<file path="config.mk">
export PLATFORM = sky130hd
export DESIGN_NAME = dds_word_loader
export DESIGN_NICKNAME = d
export VERILOG_FILES = /design/src/rtl/dds_ldr_pkg.sv /design/src/rtl/dds_ldr_edge.sv /design/src/rtl/dds_ldr_input.sv /design/src/rtl/dds_ldr_commit.sv /design/src/rtl/dds_word_loader.sv
export SDC_FILE = /design/constraint.sdc
export NUM_CORES = 1
export LEC_CHECK = 0
export BUFFER_PORTS_ARGS = -buffer_cell sky130_fd_sc_hd__buf_2
export CORE_UTILIZATION = 50
export DETAILED_ROUTE_END_ITERATION = 8
export PLACE_DENSITY = 0.71
export SETUP_SLACK_MARGIN = 0.15
export SLEW_MARGIN = 20
export SYNTH_ARGS = -nofsm -noshare
export SYNTH_HDL_FRONTEND = slang
export SYNTH_SLANG_ARGS = --single-unit
</file>
<file path="constraint.sdc">
create_clock -name clk -period 1.9 [get_ports clk]
set_clock_uncertainty 0.2 [all_clocks]
set_input_delay 0.19 -clock clk [delete_from_list [all_inputs] [get_ports clk]]
set_output_delay 0.19 -clock clk [all_outputs]
set_load 0.02 [all_outputs]
</file>
<file path="src/rtl/dds_ldr_pkg.sv">
package dds_ldr_pkg;
   localparam int MODE_W = 2;

   // Mode code acceptance: serial loads allow only 00, parallel loads reject 01 and 10.
   function automatic logic mode_reserved(input logic serial, input logic [MODE_W-1:0] code);
      if (serial) return (code != 2'b00);
      return (code == 2'b01) || (code == 2'b10);
   endfunction
endpackage

</file>
<file path="src/rtl/dds_ldr_edge.sv">
module dds_ldr_edge #(
   parameter int STAGES = 2
) (
   input  logic clk,
   input  logic rst,
   input  logic async_in,
   output logic rise
);
   if (STAGES < 2) begin : g_bad_stages
      $error("dds_ldr_edge: STAGES must be at least 2");
   end

   logic [STAGES:0] chain;

   always_ff @(posedge clk) begin
      if (rst) chain <= '0;
      else     chain <= {chain[STAGES-1:0], async_in};
   end

   assign rise = chain[STAGES-1] & ~chain[STAGES];
endmodule

</file>
<file path="src/rtl/dds_ldr_input.sv">
module dds_ldr_input #(
   parameter int WORD_W = 40,
   parameter int BUS_W  = 8,
   localparam int NBYTES = WORD_W / BUS_W,
   localparam int PTR_W  = (NBYTES > 1) ? $clog2(NBYTES) : 1
) (
   input  logic              clk,
   input  logic              rst,
   input  logic              wr_rise,
   input  logic              upd_rise,
   input  logic              serial_sel,
   input  logic [BUS_W-1:0]  bus_in,
   input  logic              ser_in,
   output logic [WORD_W-1:0] in_word,
   output logic [PTR_W-1:0]  byte_ptr
);
   localparam logic [PTR_W-1:0] LAST = PTR_W'(NBYTES - 1);

   logic [NBYTES-1:0] lane_hit;
   logic [WORD_W-1:0] par_next;
   logic [WORD_W-1:0] nxt;

   // One lane per byte slot; byte 0 sits at the top of the word.
   for (genvar k = 0; k < NBYTES; k++) begin : g_lane
      assign lane_hit[k] = (byte_ptr == PTR_W'(k));
      assign par_next[WORD_W-1-k*BUS_W -: BUS_W] =
         lane_hit[k] ? bus_in : in_word[WORD_W-1-k*BUS_W -: BUS_W];
   end

   always_comb begin
      nxt = in_word;
      if (wr_rise) begin
         if (serial_sel) nxt = {ser_in, in_word[WORD_W-1:1]};
         else            nxt = par_next;
      end
   end

   always_ff @(posedge clk) begin
      if (rst) begin
         in_word  <= '0;
         byte_ptr <= '0;
      end else begin
         in_word <= nxt;
         if (upd_rise)
            byte_ptr <= '0;
         else if (wr_rise && !serial_sel)
            byte_ptr <= (byte_ptr == LAST) ? '0 : byte_ptr + 1'b1;
      end
   end
endmodule

</file>
<file path="src/rtl/dds_ldr_commit.sv">
module dds_ldr_commit
   import dds_ldr_pkg::*;
#(
   parameter int WORD_W   = 40,
   parameter int MODE_LSB = 32
) (
   input  logic              clk,
   input  logic              rst,
   input  logic              upd_rise,
   input  logic              serial_sel,
   input  logic [WORD_W-1:0] in_word,
   output logic [WORD_W-1:0] active,
   output logic              err_pulse
);
   logic bad_code;
   assign bad_code = mode_reserved(serial_sel, in_word[MODE_LSB +: MODE_W]);

   always_ff @(posedge clk) begin
      if (rst) begin
         active    <= '0;
         err_pulse <= 1'b0;
      end else begin
         err_pulse <= upd_rise & bad_code;
         if (upd_rise && !bad_code) active <= in_word;
      end
   end
endmodule

</file>
<file path="src/rtl/dds_word_loader.sv">
module dds_word_loader
   import dds_ldr_pkg::*;
#(
   parameter int FREQ_W      = 32,
   parameter int PHASE_W     = 5,
   parameter int BUS_W       = 8,
   parameter int SYNC_STAGES = 2,
   localparam int WORD_W   = FREQ_W + MODE_W + 1 + PHASE_W,
   localparam int NBYTES   = WORD_W / BUS_W,
   localparam int PTR_W    = (NBYTES > 1) ? $clog2(NBYTES) : 1,
   localparam int MODE_LSB = FREQ_W,
   localparam int PD_BIT   = FREQ_W + MODE_W,
   localparam int PH_LSB   = PD_BIT + 1
) (
   input  logic               clk,
   input  logic               rst,
   input  logic               serial_sel,
   input  logic               wr_strobe,
   input  logic               upd_strobe,
   input  logic [BUS_W-1:0]   bus_in,
   input  logic               ser_in,
   output logic [FREQ_W-1:0]  freq_word,
   output logic [PHASE_W-1:0] phase_word,
   output logic               pwr_down,
   output logic [MODE_W-1:0]  mode_code,
   output logic               err_pulse
);
   if (WORD_W % BUS_W != 0) begin : g_bad_split
      $error("dds_word_loader: word width must be a whole number of bus bytes");
   end

   logic              wr_rise;
   logic              upd_rise;
   logic [WORD_W-1:0] in_word;
   logic [WORD_W-1:0] active;
   logic [PTR_W-1:0]  byte_ptr;

   dds_ldr_edge #(.STAGES(SYNC_STAGES)) u_wr_sync (
      .clk(clk), .rst(rst), .async_in(wr_strobe), .rise(wr_rise));

   dds_ldr_edge #(.STAGES(SYNC_STAGES)) u_upd_sync (
      .clk(clk), .rst(rst), .async_in(upd_strobe), .rise(upd_rise));

   dds_ldr_input #(.WORD_W(WORD_W), .BUS_W(BUS_W)) u_input (
      .clk(clk), .rst(rst), .wr_rise(wr_rise), .upd_rise(upd_rise),
      .serial_sel(serial_sel), .bus_in(bus_in), .ser_in(ser_in),
      .in_word(in_word), .byte_ptr(byte_ptr));

   dds_ldr_commit #(.WORD_W(WORD_W), .MODE_LSB(MODE_LSB)) u_commit (
      .clk(clk), .rst(rst), .upd_rise(upd_rise), .serial_sel(serial_sel),
      .in_word(in_word), .active(active), .err_pulse(err_pulse));

   assign freq_word  = active[FREQ_W-1:0];
   assign mode_code  = active[MODE_LSB +: MODE_W];
   assign pwr_down   = active[PD_BIT];
   assign phase_word = active[PH_LSB +: PHASE_W];
endmodule

</file>
---- Word-level counts from Yosys, hierarchy flattened ----
Index checks and enable logic that the tools add are counted.
storage, ports and cells
  register bits ........................... 90
  output and inout port bits .............. 41
  logic and storage cells ................. 50
  input port bits ......................... 14
operators by class
  reduce and logical (&&, ||, !) cells .... 18
  bitwise operators ....................... 5
  multiplexer cells ....................... 10
  equality and inequality tests ........... 6
  add/subtract/negate cells ............... 1
operators by type and width
  kind                                                 count
  two-way mux 40 bit                                   1
  two-way mux 8 bit                                    5
  nonzero test 2 bit                                   6
  AND reduction 2 bit                                  5
  equality test 3 x 2 -> 1 bit, second input constant  2
  adder 3 x 1 -> 3 bit, second input constant          1
  bitwise AND 1 bit                                    3
  equality test 3 x 1 -> 1 bit, second input constant  1
  equality test 3 bit, second input constant           1
  logical NOT 3 bit                                    1
  two-way mux 1 bit                                    3
  two-way mux 3 bit                                    1
  equality test 2 x 1 -> 1 bit, second input constant  1
  equality test 2 bit, second input constant           1
  logical AND 1 bit                                    2
  logical NOT 1 bit                                    2
  NOT 1 bit                                            2
  OR reduction 2 bit                                   1
  logical OR 1 bit                                     1

---- Longest topological paths before layout ----
Gate-level depths: netlist of run 1.
  depth in word-level cells ............... 5
  depth in mapped cells ................... 8

---- By module ----
From an unflattened synthesis of run 1, not the netlist that was laid out.
second synthesis, totals
  cells, all modules ...................... 434
  area total of the unflattened synthesis .. 4,369.2 µm²
by module, submodules not included
  module          area each (µm²)  times used  cells each  seq. area each (µm²)
  dds_ldr_input   2,296.0          1           239         860.8
  dds_ldr_commit  1,898.1          1           181         820.8
  dds_ldr_edge    87.6             2           7           60.1

---- Worst setup path after synthesis of run 1 ----
Ideal clock, no wire load.
  kind .................................... register to register
  start point ............................. register u_input.in_word[32]
  end point ............................... register u_commit.active[19]
  library setup time ...................... 0.072 ns
  data required time ...................... 1.628 ns
  cell stages (with the launch flop) ...... 8
  data arrival time ....................... 1.549 ns
  path slack .............................. 0.079 ns
  cell sequence ........................... dfxtp_1 inv_1 ha_1 nor2b_2 a211oi_2 buf_4 buf_6 mux2i_1
on the way
  cells in the longest elaborated chain, start to end .. 5
  elaborated cells between the ends (all ways) .. 8
ends and longest elaborated chain
  what                                                          line                                RTL
  start, declared                                               dds_ldr_input.sv:14                 output logic [WORD_W-1:0] in_word,
  start signal, assigned                                        dds_ldr_input.sv:43                 in_word <= nxt;
  equality test 2 x 1 -> 1 bit, or another cell as far along    dds_ldr_pkg.sv:7                    return (code == 2'b01) || (code == 2'b10);
  logical OR 1 bit / two-way mux 1 bit (equally long branches)  dds_ldr_pkg.sv:7, dds_ldr_pkg.sv:6
  two-way mux 1 bit (*)                                         dds_ldr_pkg.sv:7
  logical NOT 1 bit (*)                                         dds_ldr_commit.sv:24                if (upd_rise && !bad_code) active <= in_word;
  logical AND 1 bit (*)                                         dds_ldr_commit.sv:24
  end signal, assigned                                          dds_ldr_commit.sv:24
  end, declared                                                 dds_ldr_commit.sv:12                output logic [WORD_W-1:0] active,
Every way passes the cells marked *; elsewhere a longest branch is shown, timed or not. The select of a mux whose other input is x is not followed.
A chain may end at the register's enable or synchronous reset.

---- Worst setup path after layout of run 1 ----
  start point ............................. register u_input.in_word[32]
  end point ............................... register u_commit.active[17]
The elaborated chain is that of the path after synthesis.

==> results of run 1 <==
[logic make-up (layout without fill, tap and decap cells)]
family / Yosys count / count (layout) / share of synthesized area, %
flops: 90 / 90 / 42.1
mux: 104 / 104 / 24.3
buf+inv: 37 / 111 / 4.76
fa+ha+maj: 6 / 6 / 1.75
compound gates: 39 / 39 / 7.56
simple gates: 134 / 134 / 19.6
[worst max-delay path, stage by stage (launching register included)]
cell and delay [ns]:
dfxtp_2 0.35, inv_2 0.04, ha_4 0.22, nor2b_4 0.13, a211oi_4 0.20, buf_6 0.16, buf_6 0.11, buf_16 0.12
mux2i_1 0.18
[cells in the mapped netlist, types with 7 or more instances]
cell type / instances / share of area, %
a211oi_2: 9 / 2.6
a21oi_1: 14 / 1.6
clkbuf_1: 15 / 1.3
dfxtp_1: 90 / 42
inv_1: 7 / 0.61
mux2i_1: 104 / 24
nand2b_1: 86 / 13
nor2b_1: 7 / 1.0
nor4_1: 8 / 1.2
o21bai_1: 8 / 1.4
or2_2: 24 / 3.5
[layout by cell type (no fill, tap or decap), types with 5 or more instances in the layout]
cell / n
a211oi_2: 8
a21oi_1: 14
buf_12: 5
buf_2: 54
buf_4: 21
clkbuf_8: 11
dfxtp_1: 87
inv_1: 5
mux2i_1: 103
nand2b_1: 86
nor2b_1: 7
nor4_1: 8
o21bai_1: 8
or2_2: 24
[power breakdown]
group	switching, W	internal [W]	total, W
combinational	0.000198	0.000196	0.000394
sequential	0.0000151	0.00191	0.00192
clock	0.000705	0.000820	0.00152
[timing repair]
| item | 4_1_cts | 5_1_grt |
|---|---|---|
| gates resized for setup | 10 | 10 |
| endpoints found under the setup margin | 46 | 54 |
| gates cloned | 3 | 0 |
| endpoints found under the hold margin | 2 | 0 |
| buffers inserted | 8 | 4 |
| pin swaps | 1 | 2 |
| hold buffers | 2 | 0 |
[worst paths after layout]
kind,to,slack (ns),start
max,u_commit.active[17],0.12,u_input.in_word[32]
min,u_input.in_word[39],0.09,ser_in
max reg2reg,u_commit.active[17],0.12,u_input.in_word[32]
min reg2reg,u_wr_sync.chain[1],0.25,u_wr_sync.chain[0]
[flip-flops by register name, indices dropped and copies added, names as in the netlist]
| register | count |
|---|---|
| u_commit.active | 40 |
| u_input.in_word | 40 |
| u_input.byte_ptr | 3 |
| u_upd_sync.chain | 3 |
| u_wr_sync.chain | 3 |
| u_commit.err_pulse | 1 |
[metal layers]
metal / track usage (%) / vias up / wire (um)
li1: - / 1529 / -
met5: 0 / - / 0
met1: 27.7 / 1459 / 4360
met3: 4.35 / 13 / 286
met2: 37.3 / 50 / 4440
met4: 8.96 / 0 / 175
[metrics by stage]
step                utilization [%]  power, W
finish                         62.8   0.00384
global route                   62.8   0.00397
CTS                            62.0   0.00386
detailed placement             56.8   0.00231
global placement               56.8   0.00231
floorplan                         -   0.00222
[layout make-up]
cell class	count	area [um2]
Clock buffer	11	151
Clock inverter	5	85.1
Fill cell	693	3070
Inverter	7	26.3
Multi-Input combinational cell	283	2320
Sequential cell	90	1810
Tap cell	105	131
Timing Repair Buffer	88	664
==> flow_metrics.env, run 1 <==
export IMPL_track_usage_pct=22.1
export IMPL_synth_async_reset_ratio_pct=0
export IMPL_nets=499
export IMPL_rsz0062_at_grt="yes"
export IMPL_syn_num_nets=430
export IMPL_hold_violations=0
export IMPL_syn_area_um2=4280
export IMPL_synth_seq_cells=90
export IMPL_startpoint_type="register"
export IMPL_dp_hpwl_um=5690
export IMPL_wire_per_inst_um=15.7
export IMPL_insertion_delay_ns=0.36
export IMPL_worst_endpoint_required_ns=1.99
export IMPL_hold_depth=4
export IMPL_drive_above_1_share_pct=31.8
export IMPL_drtPass1Iterations=4
export IMPL_yosysWarnings=0
export IMPL_io_buffers=54
export IMPL_setup_viol=0
export IMPL_yosysSeqAreaShare_pct=42.1
export IMPL_preCtsSetupSlack_ns=-0.0275
export IMPL_synth_area_per_cell_um2=10.4
export IMPL_synthDistinctLibCells=27
export IMPL_synth_cells=410
export IMPL_crit_fanout=6
export IMPL_area_growth_pct=21.1
export IMPL_grt_pass1_vias=2932
export IMPL_via_per_inst=5.18
export IMPL_p_leak_nw=2.06
export IMPL_clk_pin_slew_worst_paths_ns=0.09
export IMPL_slew_headroom_pct=71.8
export IMPL_setup_ws_ns=0.118
export IMPL_dr_first_iter_drc_count=74
export IMPL_start_util_pct=51.9
export IMPL_diodes=0
export IMPL_final_cells=589
export IMPL_cap_violations=0
export IMPL_rr_worst_depth=8
export IMPL_fmax_ghz=0.561
export IMPL_end_kind="register"
export IMPL_routed_wl_um=9260
export IMPL_fin_crit_ns=1.78
export IMPL_vias=3051
export IMPL_hold_class="in -> reg"
export IMPL_outcome="finished, final reports clean"
export IMPL_io_pins=55
export IMPL_post_route_drc_count=0
export IMPL_stdcell_area_um2=5190
export IMPL_clock_sinks=90
export IMPL_cts_htree_levels=3
export IMPL_tns_ns=0
export IMPL_clockBufferDepth=2
export IMPL_crit_type="reg -> reg"
export IMPL_tightestPinTransition_ns=0.422
export IMPL_overflow=0
export IMPL_clock_root_buffer="clkbuf_8"
export IMPL_antenna_found_initial=0
export IMPL_grt_max_degree=112
export IMPL_dieArea_um2=8940
export IMPL_numCtsBuffers=9
export IMPL_synth_edf_count=0
export IMPL_arrival_ns=1.87
export IMPL_die_h_um=94.6
export IMPL_synth_flop_cell="dfxtp_1"
export IMPL_num_rows=33
export IMPL_cts_tree="built"
export IMPL_timing_hold_ws_ns=0.0869
export IMPL_dp_cells=556
export IMPL_drv_slew=0
export IMPL_core_um2=8260
export IMPL_power_density_nw_per_um2=741
export IMPL_ir_worst_vdd_uv=449
export IMPL_post_route_period_util_pct=93.8
export IMPL_place_area_um2=4690
export IMPL_ant_nets=0
export IMPL_grt_pass1_wl_um=14700
export IMPL_die_w_um=94.6
export IMPL_place_congestion=0.785
Power figures use the tool's default switching activity.
==> run 2: changes to the inputs <==
--- a/config.mk
+++ b/config.mk
@@ -8,7 +8,7 @@
 export BUFFER_PORTS_ARGS = -buffer_cell sky130_fd_sc_hd__buf_2
 export CORE_UTILIZATION = 50
 export DETAILED_ROUTE_END_ITERATION = 8
-export PLACE_DENSITY = 0.71
+export PLACE_DENSITY = 0.74
 export SETUP_SLACK_MARGIN = 0.15
 export SLEW_MARGIN = 20
 export SYNTH_ARGS = -nofsm -noshare
==> run 2 against run 1 <==
Against the previous run:
- fmax is 2.0% lower
- flip-flop and latch count is the same
- final area down 1.7%
- largest cell class unchanged
- setup slack worse by 0.037 ns
- critical path depth unchanged
- sequential power barely moved
- global-route usage shrank 0.49 points
- via count is 0.82% lower
- hold slack gained 0.0039 ns
- core utilization down 1.1 points
- largest power group unchanged
- highest routed layer unchanged
==> flow_metrics.env, run 2 (synthesized netlist as in run 1, its figures left out) <==
export IMPL_outcome="finished, final reports clean"
export IMPL_dp_hpwl_um=5450
export IMPL_totalPowerFinal_w=0.00341
export IMPL_post_route_period_util_pct=95.7
export IMPL_die_w_um=94.6
export IMPL_insertion_delay_ns=0.34
export IMPL_grt_pass1_vias=2815
export IMPL_crit_fanout=7
export IMPL_power_density_nw_per_um2=669
export IMPL_worst_endpoint_required_ns=1.98
export IMPL_numCtsBuffers=9
export IMPL_final_cell_mix="mux2i_1, dfxtp_1, nand2b_1"
export IMPL_routed_wl_um=9020
export IMPL_clk_pin_slew_worst_paths_ns=0.08
export IMPL_setup_ws_ns=0.0813
export IMPL_hold_violations=0
export IMPL_clockBufferDepth=2
export IMPL_grt_pass1_wl_um=14600
export IMPL_dr_first_iter_drc_count=93
export IMPL_startpoint_type="register"
export IMPL_dieArea_um2=8940
export IMPL_clock_sinks=90
export IMPL_crit_type="reg -> reg"
export IMPL_drive_above_1_share_pct=29.4
export IMPL_setup_viol=0
export IMPL_hold_class="in -> reg"
export IMPL_tns_ns=0
export IMPL_grt_max_degree=78
export IMPL_tightestPinTransition_ns=0.401
export IMPL_die_h_um=94.6
export IMPL_start_util_pct=51.9
export IMPL_utilization_pct=61.7
export IMPL_arrival_ns=1.90
export IMPL_antenna_found_initial=0
export IMPL_wire_per_inst_um=15.5
export IMPL_ir_worst_vdd_uv=306
export IMPL_drtPass1Iterations=5
export IMPL_preCtsSetupSlack_ns=0.0725
export IMPL_cts_htree_levels=3
export IMPL_overflow=0
export IMPL_p_leak_nw=2.02
export IMPL_cts_tree="built"
export IMPL_final_common_cell="mux2i_1"
export IMPL_ant_nets=0
export IMPL_cap_violations=0
export IMPL_post_route_drc_count=0
export IMPL_fin_crit_ns=1.82
export IMPL_rsz0062_at_grt="yes"
export IMPL_drv_slew=0
export IMPL_fmax_ghz=0.550
export IMPL_num_rows=33
export IMPL_via_per_inst=5.21
export IMPL_slew_headroom_pct=73.2
export IMPL_largestRegisters="u_commit.active x40, u_input.in_word x40"
export IMPL_clock_root_buffer="clkbuf_8"
export IMPL_diodes=0
export IMPL_end_kind="register"
export IMPL_track_usage_pct=21.6
export IMPL_place_congestion=0.769
export IMPL_vias=3026
export IMPL_area_growth_pct=19.0
export IMPL_fillers=670
export IMPL_core_um2=8260
export IMPL_io_pins=55
export IMPL_nets=495
export IMPL_io_buffers=54
run 2: metrics by stage:
stage,hold WS (ns),cells,cell area [um2]
after floorplan,0.118,410,4300
after global placement,0.199,552,4650
after detailed placement,0.203,552,4650
after CTS,0.0820,577,5050
after global routing,0.105,581,5100
final,0.0908,581,5100
run 2: final cells by class:
class                   instances  area, um2  area share (%)
multi-input cells             283       2310            45.4
clock buffers                  11        141            2.77
well taps                     105        131            2.58
inverters                       7       26.3           0.515
flip-flops and latches         90       1810            35.4
repair buffers                 84        676            13.3
clock inverters                 1       5.00          0.0982
run 2: worst paths after layout:
path | startpoint | end | slack (ns) | cells past startpoint
max | u_input.in_word[32] | u_commit.active[28] | 0.08 | 8
min | ser_in | u_input.in_word[39] | 0.09 | 4
max reg2reg | u_input.in_word[32] | u_commit.active[28] | 0.08 | 8
min reg2reg | u_wr_sync.chain[0] | u_wr_sync.chain[1] | 0.24 | 1
run 2: worst max-delay path, cell delays in order (launching register included):
cell	delay (ns)
dfxtp_2	0.34
inv_2	0.04
ha_4	0.22
nor2b_4	0.13
a211oi_4	0.21
buf_6	0.19
buf_12	0.11
buf_16	0.13
mux2i_1	0.18
run 2: report_power, final:
part | leakage, nW | total, W | switching, W | internal (W)
clock | 0.0770 | 0.00109 | 0.000609 | 0.000482
combinational | 1.21 | 0.000397 | 0.000198 | 0.000199
sequential | 0.729 | 0.00193 | 0.0000150 | 0.00191
run 2: routing by layer:
metal | share of wire, % | GRT usage [%] | up-vias
li1 | - | - | 1516
met1 | 49 | 29.7 | 1437
met2 | 46 | 34.1 | 62
met3 | 3.5 | 4.35 | 11
met4 | 1.5 | 6.94 | 0
met5 | 0 | 0 | -
run 2: repair_timing:
action                                  CTS  global route
endpoints found under the setup margin   48            62
hold endpoints to repair                  2             0
pin swaps                                 2             4
buffers inserted                          7             4
gates resized for setup                  15             3
cloned                                    4             0
hold buffers                              2             0
